File: config.mk
export PLATFORM = sky130hd
export DESIGN_NAME = trig_bcd_receiver
export DESIGN_NICKNAME = d
export VERILOG_FILES = /design/src/rtl/trig_cap_pkg.sv /design/src/rtl/trig_rise_det.sv /design/src/rtl/bcd_pair_to_bin.sv /design/src/rtl/serial_cap_fsm.sv /design/src/rtl/trig_bcd_receiver.sv
export SDC_FILE = /design/constraint.sdc
export NUM_CORES = 1
export LEC_CHECK = 0
export BUFFER_PORTS_ARGS = -buffer_cell sky130_fd_sc_hd__buf_4
export CAP_MARGIN = 30
export CORE_MARGIN = 2
export CORE_UTILIZATION = 44
export DETAILED_ROUTE_END_ITERATION = 12
export PLACE_DENSITY_LB_ADDON = 0.05
export REMOVE_ABC_BUFFERS = 1
export SLEW_MARGIN = 20
export SYNTH_ARGS = -nofsm -noshare
export SYNTH_HDL_FRONTEND = slang
export SYNTH_SLANG_ARGS = --single-unit
File: constraint.sdc
create_clock -name clk -period 3.8 [get_ports clk]
set_input_delay 0.76 -clock clk [delete_from_list [all_inputs] [get_ports clk]]
set_output_delay 0.76 -clock clk [all_outputs]
set_load 0.05 [all_outputs]
File: src/rtl/trig_cap_pkg.sv
package trig_cap_pkg;

    localparam int DEF_NIB_W = 4;

    typedef enum logic {
        S_WAIT  = 1'b0,
        S_SHIFT = 1'b1
    } cap_state_e;

endpackage

File: src/rtl/trig_rise_det.sv
module trig_rise_det (
    input  logic clk,
    input  logic rst,
    input  logic lvl_i,
    output logic rise_o
);
    // Previous level resets high so a level already high at reset release
    // is not mistaken for a fresh rise.
    logic lvl_q;

    always_ff @(posedge clk) begin
        if (rst) lvl_q <= 1'b1;
        else     lvl_q <= lvl_i;
    end

    assign rise_o = lvl_i & ~lvl_q;

    // a rise needs the level to have been low at the previous edge
    p_rise_after_low_r1: assert property (@(posedge clk) disable iff (rst)
        rise_o |-> !$past(lvl_i));

endmodule

File: src/rtl/bcd_pair_to_bin.sv
module bcd_pair_to_bin #(
    parameter int NIB_W = 4,
    parameter int BIN_W = 8
) (
    input  logic [2*NIB_W-1:0] word_i,
    output logic [BIN_W-1:0]   bin_o
);
    logic [BIN_W-1:0] hi_ext;
    logic [BIN_W-1:0] lo_ext;

    assign hi_ext = BIN_W'(word_i[2*NIB_W-1:NIB_W]);
    assign lo_ext = BIN_W'(word_i[NIB_W-1:0]);

    // times ten as eight plus two, no multiplier
    assign bin_o = (hi_ext << 3) + (hi_ext << 1) + lo_ext;

endmodule

File: src/rtl/serial_cap_fsm.sv
module serial_cap_fsm
    import trig_cap_pkg::*;
#(
    parameter int WORD_W = 8,
    parameter int CNT_W  = 3
) (
    input  logic              clk,
    input  logic              rst,
    input  logic              ser_i,
    input  logic              rise_i,
    output logic [WORD_W-1:0] word_nxt_o,
    output logic              done_o
);
    localparam logic [CNT_W-1:0] LAST_IDX = CNT_W'(WORD_W - 1);

    cap_state_e        state_q, state_n;
    logic [CNT_W-1:0]  cnt_q,   cnt_n;
    logic [WORD_W-1:0] word_q,  word_n;
    logic              done_n;

    always_comb begin
        state_n = state_q;
        cnt_n   = cnt_q;
        word_n  = word_q;
        done_n  = 1'b0;
        if (rise_i) begin
            // ARM from S_WAIT, RESTART from S_SHIFT
            word_n    = '0;
            word_n[0] = ser_i;
            cnt_n     = CNT_W'(1);
            state_n   = S_SHIFT;
        end else begin
            unique case (state_q)
                S_WAIT: begin
                    cnt_n = '0;
                end
                S_SHIFT: begin
                    word_n[cnt_q] = ser_i;
                    if (cnt_q == LAST_IDX) begin
                        // FINISH
                        cnt_n   = '0;
                        state_n = S_WAIT;
                        done_n  = 1'b1;
                    end else begin
                        // STEP
                        cnt_n = cnt_q + CNT_W'(1);
                    end
                end
                default: begin
                    state_n = S_WAIT;
                    cnt_n   = '0;
                end
            endcase
        end
    end

    always_ff @(posedge clk) begin
        if (rst) begin
            state_q <= S_WAIT;
            cnt_q   <= '0;
            word_q  <= '0;
        end else begin
            state_q <= state_n;
            cnt_q   <= cnt_n;
            word_q  <= word_n;
        end
    end

    assign word_nxt_o = word_n;
    assign done_o     = done_n;

    // idle means the counter rests at zero
    p_idle_cnt_zero_r3: assert property (@(posedge clk) disable iff (rst)
        (state_q == S_WAIT) |-> (cnt_q == '0));

    // completing a word always returns to idle
    p_done_to_idle_r3: assert property (@(posedge clk) disable iff (rst)
        done_o |=> (state_q == S_WAIT));

    // any rise restarts collection with bit 0 already taken
    p_restart_r5: assert property (@(posedge clk) disable iff (rst)
        rise_i |=> (state_q == S_SHIFT && cnt_q == CNT_W'(1)));

    // a rise never coincides with completion
    p_rise_blocks_done_r5: assert property (@(posedge clk) disable iff (rst)
        rise_i |-> !done_o);

endmodule

File: src/rtl/trig_bcd_receiver.sv
module trig_bcd_receiver
    import trig_cap_pkg::*;
#(
    parameter  int NIB_W  = DEF_NIB_W,
    localparam int WORD_W = 2 * NIB_W,
    localparam int CNT_W  = $clog2(WORD_W),
    localparam int BIN_W  = $clog2(((2 ** NIB_W) - 1) * 11 + 1)
) (
    input  logic             clk,
    input  logic             rst,
    input  logic             ser_in,
    input  logic             trig_in,
    output logic [BIN_W-1:0] result_o,
    output logic             valid_o
);
    logic              rise;
    logic [WORD_W-1:0] word_nxt;
    logic              done;
    logic [BIN_W-1:0]  bin;

    trig_rise_det i_rise (
        .clk    (clk),
        .rst    (rst),
        .lvl_i  (trig_in),
        .rise_o (rise)
    );

    serial_cap_fsm #(
        .WORD_W (WORD_W),
        .CNT_W  (CNT_W)
    ) i_fsm (
        .clk        (clk),
        .rst        (rst),
        .ser_i      (ser_in),
        .rise_i     (rise),
        .word_nxt_o (word_nxt),
        .done_o     (done)
    );

    bcd_pair_to_bin #(
        .NIB_W (NIB_W),
        .BIN_W (BIN_W)
    ) i_conv (
        .word_i (word_nxt),
        .bin_o  (bin)
    );

    always_ff @(posedge clk) begin
        if (rst) begin
            result_o <= '0;
            valid_o  <= 1'b0;
        end else begin
            valid_o <= done;
            if (done) result_o <= bin;
        end
    end

    // strobe lasts one cycle
    p_valid_single_r6: assert property (@(posedge clk) disable iff (rst)
        valid_o |=> !valid_o);

    // result only moves together with the strobe
    p_result_hold_r7: assert property (@(posedge clk) disable iff (rst)
        !valid_o |-> $stable(result_o));

endmodule

==> results of run 1 <==
[per-layer routing]
| metal | routed length [um] | track usage | vias up | share of wire |
|---|---|---|---|---|
| met5 | 0 | 0 | - | 0 |
| met4 | 13 | 0.0510 | 0 | 0.0063 |
| met3 | 60 | 0.0302 | 2 | 0.029 |
| met2 | 939 | 0.236 | 8 | 0.45 |
| met1 | 1050 | 0.196 | 375 | 0.51 |
| li1 | - | - | 431 | - |
[how the worst max path moves through the flow]
stage                   to  slack (ps)  depth (start not counted)
2_1_floorplan  result_o[6]         680                          8
3_3_place_gp   result_o[6]         440                          9
4_1_cts        result_o[6]         630                          9
3_5_place_dp   result_o[6]         370                          9
5_1_grt        result_o[6]         430                          9
6_report       result_o[6]         610                          9
[worst register-to-register path: cells and delay by family (launching register included)]
kind	cells	cell delay, ps
muxes	1	240
adders and majority gates	2	1050
and+or+nand+nor	4	830
DFF	1	570
AOI/OAI and AO/OA	2	430
[state kept, by name (all words and copies together) (netlist names)]
name	count
i_fsm.cnt_q	3
i_fsm.state_q	1
i_fsm.word_q	8
i_rise.lvl_q	1
result_o	8
valid_o	1
[through the flow]
step	util	area, um^2	setup WS, ps	hold slack, ps
after floorplan	-	1130	680	460
after global placement	0.503	1260	441	477
after detailed placement	0.503	1260	372	487
after CTS	0.524	1310	627	510
after global routing	0.524	1310	431	554
final	0.524	1310	613	506
[logic make-up (layout without fill, tap and decap cells)]
| logic type | Yosys count | count (layout) | share of synthesized area |
|---|---|---|---|
| adders and majority gates | 11 | 11 | 0.129 |
| and+or+nand+nor | 46 | 46 | 0.254 |
| xor gates and xnor gates | 1 | 1 | 0.00742 |
| AOI/OAI and AO/OA | 15 | 15 | 0.0953 |
| DFF | 22 | 22 | 0.373 |
| buffers and inverters | 9 | 17 | 0.0477 |
| muxes | 11 | 11 | 0.0932 |
[cells in the mapped netlist (2+ instances only)]
cell type and instances:
a21oi_1 4, dfxtp_1 22, and2_1 2, buf_2 2, a211oi_1 3, nand4b_1 3, fa_1 2, nor2_1 14
nor2b_4 2, a211o_1 2, and4bb_2 2, nor3_1 9, ha_1 9, mux2i_1 11, buf_6 2, nand2b_1 2
[cell type report]
cell class                      count  area [um^2]  share of cell area
Tap cell                           30         37.5              0.0287
Sequential cell                    22          440               0.337
Timing Repair Buffer               12         90.1              0.0688
Inverter                            1         3.75             0.00287
Clock inverter                      1         30.0              0.0229
Clock buffer                        3         22.5              0.0172
Multi-Input combinational cell     84          684               0.523
[power by group]
group          internal (mW)  switching, mW  total (mW)  leakage, nW
logic                0.00712         0.0102      0.0174        0.402
clock network          0.107         0.0769       0.183       0.0279
registers              0.233        0.00404       0.237        0.178
==> metrics.md, run 1 <==
| Metric | Value |
|---|---|
| Crit Path Max Fanout | 11 |
| CTS Buf Count | 3 |
| # clock sinks | 22 |
| Cells after synthesis | 115 |
| Layout Cells excl Fill | 153 |
| Routed len/inst | 13.5 um |
| Fillers | 240 |
| Detailed-route vias per instance | 5.33 |
| Critical R2R Launch | i_fsm.state_q |
| Final Wtd Congestion | 0.740 |
| Diode count | 0 |
| Core area | 2500 um^2 |
| Nets@finish | 139 |
| Avg Cell Area, Syn | between 10 and 15 um^2 |
| Synth Flop Type | dfxtp_1 |
| Vias | 816 |
| Ys Warns | 0 |
| Clk Latency, worst-skew pair | 310 ps |
| Critical Path RT | 4040 ps |
| R2R Setup Slk | 610 ps |
| Rel. slew slack | 0.651 |
| Tot Pwr | 0.438 mW |
| RSZ-0062 raised after global routing | false |
| Largest net degree at the start of global routing | 22 |
| Crit path cell chain | and4bb_2 -> mux2i_1 -> nor2_1 -> fa_1 -> fa_1 -> a21oi_1 -> nor2b_4 -> or3b_1 -> o221ai_2 |
| Top delay family on crit path | adder cells |
| Critical Path End Type | register |
| Worst setup SP type | register |
| Most common cell after layout, fill and taps aside | dfxtp_1 |
| Outcome | completed |
| Total die area | 3110 um^2 |
| Synthesized area | around 1200 um^2 |
| Setup bufs post-CTS | 0 |
| Core Rows | 18 |
| Die Ht | between 50 and 60 um |
| Cell variety after synth | 40 |
| Delay of the slowest cell on the worst path | 570 ps |
| Layout cells sized above 1 | 0.228 |
| Max Fclk | between 300 and 400 MHz |
| Wire length of the first global-routing pass | 3700 um |
| PortBufs | 12 |
| Slowest-stage cell, CP | dfxtp_1 |
| Setup violations, final | 0 |
| Hold path endpoint | result_o[0] |
| Crit path from | i_fsm.state_q |
| CTS tree | done |
| Hold Path Cell Cnt | 2 |
| Clock Pin Slew Worst Setup and Hold Paths | 140 ps |
| Final Max Slew Viols | 0 |
| R2R cell count | 9 |
| Total gr overflow | 0 |
| Worst-margin pin slew | 524 ps |
| Vias in the first global route | 836 |
| DRC viols | 0 |
| Initial antenna violation count | 0 |
| Number of synthesized flops with an enable pin | 0 |
| Worst EP arrival | ~3400 ps |
| Die width | ~56 um |
| Synth async-reset ratio | 0 |
| Final Hold Fails | 0 |
| Area delta synth->final | 10.8% |
| Post-DP HPWL | 1460 um |
| Leakage Power | 0.608 nW |
| H-tree Lvls | 1 |
| Fin Setup TNS | 0 ps |
| Antenna viol nets, final | 0 |
| Synth Register Bits | 22 |
| Global Route Usage Sum | 0.147 |
| Initial Util | 0.472 |
| Synth area leaders | dfxtp_1 (37%), ha_1 (9.5%), mux2i_1 (9.3%) |
| Buf/Inv on CP | 0 |
| Worst setup path class | reg2reg |
| Area leader, netlist | dfxtp_1 |
| Clock tree buffer depth | 2 |
| HP Start | result_o[0] |
| RR Endpoint | result_o[6] |
| Hold Crit Class | reg2reg |
| Detailed Route Iter0 Violations | 10 |
| Drt pass-1 iters | 5 |
| Placed instance count | 149 |
| WL final | 2070 um |
| Crit path time final | 3190 ps |
| Top-area cell type share of the netlist area | 0.373 |
| Worst vdd ir | about 210 uV |
| Hold buffers post-CTS | 0 |
| Max cap viols | 0 |
| Cell Pwr Density | 335 nW/um^2 |
| Most frequent cells in the layout | dfxtp_1 (22), nor2_1 (14), buf_4 (12) |
| Sequential fraction of the synthesis area | 0.373 |
| Most frequent CP cell | fa_1 |
| Final Cycle Share | 0.839 |
| Top Ports | 13 |
| PostCTS Resize Cnt | 0 |
| Clock Tree Root | clkbuf_4 |
| Final clock skew | 7.55 ps |
Note: power is estimated with default switching activity, not from simulation.
==> run 2, diff against run 1 <==
- clock period: 3.8 -> 2.85 ns (I/O delays scaled with it)
==> run 2 against run 1 <==
  * Critical path depth is 1 higher
  * Count of clock-buffer cells in the layout stayed put
  * Routed wire length is 14% higher
  * Combinational power is 84% higher
  * First-iteration DRC count is 50% higher
  * Final area is 11% higher
  * Global-route usage is 1.2 points higher
  * Die area stayed put
  * Sequential share of layout area is 2.9 points lower
  * Sequential power is 32% higher
==> metrics.md, run 2 (synthesis results as in run 1) <==
| Metric | Value |
|---|---|
| Antenna viol nets, final | 0 |
| Final Cycle Share | 0.987 |
| Core area | 2500 um^2 |
| Vias | 925 |
| Final Max Slew Viols | 0 |
| Placed instance count | 162 |
| Initial Util | 0.472 |
| Global Route Usage Sum | 0.159 |
| Layout cells sized above 1 | 0.410 |
| DRC viols | 0 |
| HP Start | trig_in |
| Buf/Inv on CP | 1 |
| Most frequent cells in the layout | buf_4 (28), dfxtp_1 (18), nor2_1 (13) |
| Setup violations, final | 0 |
| Top delay family on crit path | adder cells |
| Layout Cells excl Fill | between 150 and 200 |
| Hold Crit Class | in2reg |
| Final design instance area without fill | 1460 um^2 |
| Total die area | about 3100 um^2 |
| Worst setup SP type | register |
| Crit path cell chain | buf_4 -> nand4b_1 -> mux2i_2 -> nor2_2 -> fa_1 -> fa_2 -> a21oi_2 -> nor2b_4 -> or3b_4 -> o221ai_2 |
| Cell Pwr Density | 337 nW/um^2 |
| Critical R2R Launch | i_fsm.cnt_q[1] |
| Slowest-stage cell, CP | fa_1 |
| Clock Pin Slew Worst Setup and Hold Paths | roughly 130 ps |
| Drt pass-1 iters | 4 |
| Clock Tree Root | clkbuf_4 |
| H-tree Lvls | 1 |
| Area delta synth->final | 23.3% |
| Top Ports | 13 |
| Worst-margin pin slew | 531 ps |
| Routed len/inst | 13.9 um |
| Outcome | completed |
| Clock tree buffer depth | 2 |
| Diode count | 0 |
| Core Rows | 18 |
| Hold buffers post-CTS | 0 |
| Die Ht | approximately 56 um |
| CTS tree | done |
| Fin Setup TNS | 0 ps |
| Nets@finish | between 150 and 200 |
| Post-DP HPWL | 1680 um |
| Rel. slew slack | 0.646 |
| Detailed-route vias per instance | 5.47 |
| Wire length of the first global-routing pass | between 3000 and 4000 um |
| Most common cell after layout, fill and taps aside | buf_4 |
| PortBufs | 12 |
| Final Hold Fails | 0 |
| Crit Path Max Fanout | 7 |
| Setup WS pre-CTS | -74.4 ps |
| Worst EP arrival | ~3000 ps |
| Clk Latency, worst-skew pair | 310 ps |
| # clock sinks | 22 |
| Final clock skew | 7.23 ps |
| Worst vdd ir | 259 uV |
| Crit path from | i_fsm.cnt_q[1] |
| Total gr overflow | 0 |
| Crit path time final | roughly 2800 ps |
| Critical Path End Type | register |
| Delay of the slowest cell on the worst path | 530 ps |
| Final Wtd Congestion | around 0.72 |
| Max cap viols | 0 |
| CTS Buf Count | 3 |
| Tot Pwr | 0.491 mW |
| Max Fclk | 355 MHz |
| Leakage Power | 0.669 nW |
| Area after DPL | ~1400 um^2 |
| Worst setup path class | reg2reg |
| Die width | 55.8 um |
| RSZ-0062 raised after global routing | true |
| Detailed Route Iter0 Violations | 15 |
| Vias in the first global route | around 900 |
| Critical Path RT | 3090 ps |
| Top Registers | i_fsm.word_q (8), result_o (8), i_fsm.cnt_q (3) |
| Initial antenna violation count | 0 |
| WL final | 2350 um |
| Final WS setup | around 36 ps |
| Largest net degree at the start of global routing | 22 |
-- run 2: power by group --
group	switching (mW)	internal [mW]	leakage (nW)
clock network	0.0964	0.0494	0.0138
logic	0.0183	0.0137	0.476
registers	0.00229	0.310	0.180
total	0.117	0.374	0.669
-- run 2: layout make-up --
| type | count | area, um^2 |
|---|---|---|
| fillers | 231 | 1040 |
| clock buffers | 3 | 22.5 |
| repair buffers | 29 | 221 |
| flip-flops and latches | 22 | 448 |
| well taps | 30 | 37.5 |
| inverters | 1 | 3.75 |
| multi-input cells | 84 | 723 |
-- run 2: per-layer routing --
metal / routed length (um) / GRT usage / up-vias
li1: - / - / 461
met1: 1160 / 0.213 / 448
met2: 1110 / 0.255 / 14
met3: 70 / 0.0302 / 2
met4: 10 / 0.0612 / 0
met5: 0 / 0 / -
-- run 2: final timing paths --
path	end	slack, ps	depth (start not counted)
max	result_o[6]	40	10
min	i_rise.lvl_q	450	2
max reg2reg	result_o[6]	40	10
min reg2reg	result_o[2]	510	2
-- run 2: timing repair --
item | in CTS | in global routing
pin swaps | 2 | 7
setup endpoints to repair | 1 | 3
buffers inserted | 2 | 2
gates resized for setup | 4 | 11
-- run 2: per-stage QoR --
step            util  hold slack (ps)
2_1_floorplan      -              460
3_3_place_gp   0.542              467
3_5_place_dp   0.542              480
4_1_cts        0.562              453
5_1_grt        0.583              443
6_report       0.583              454
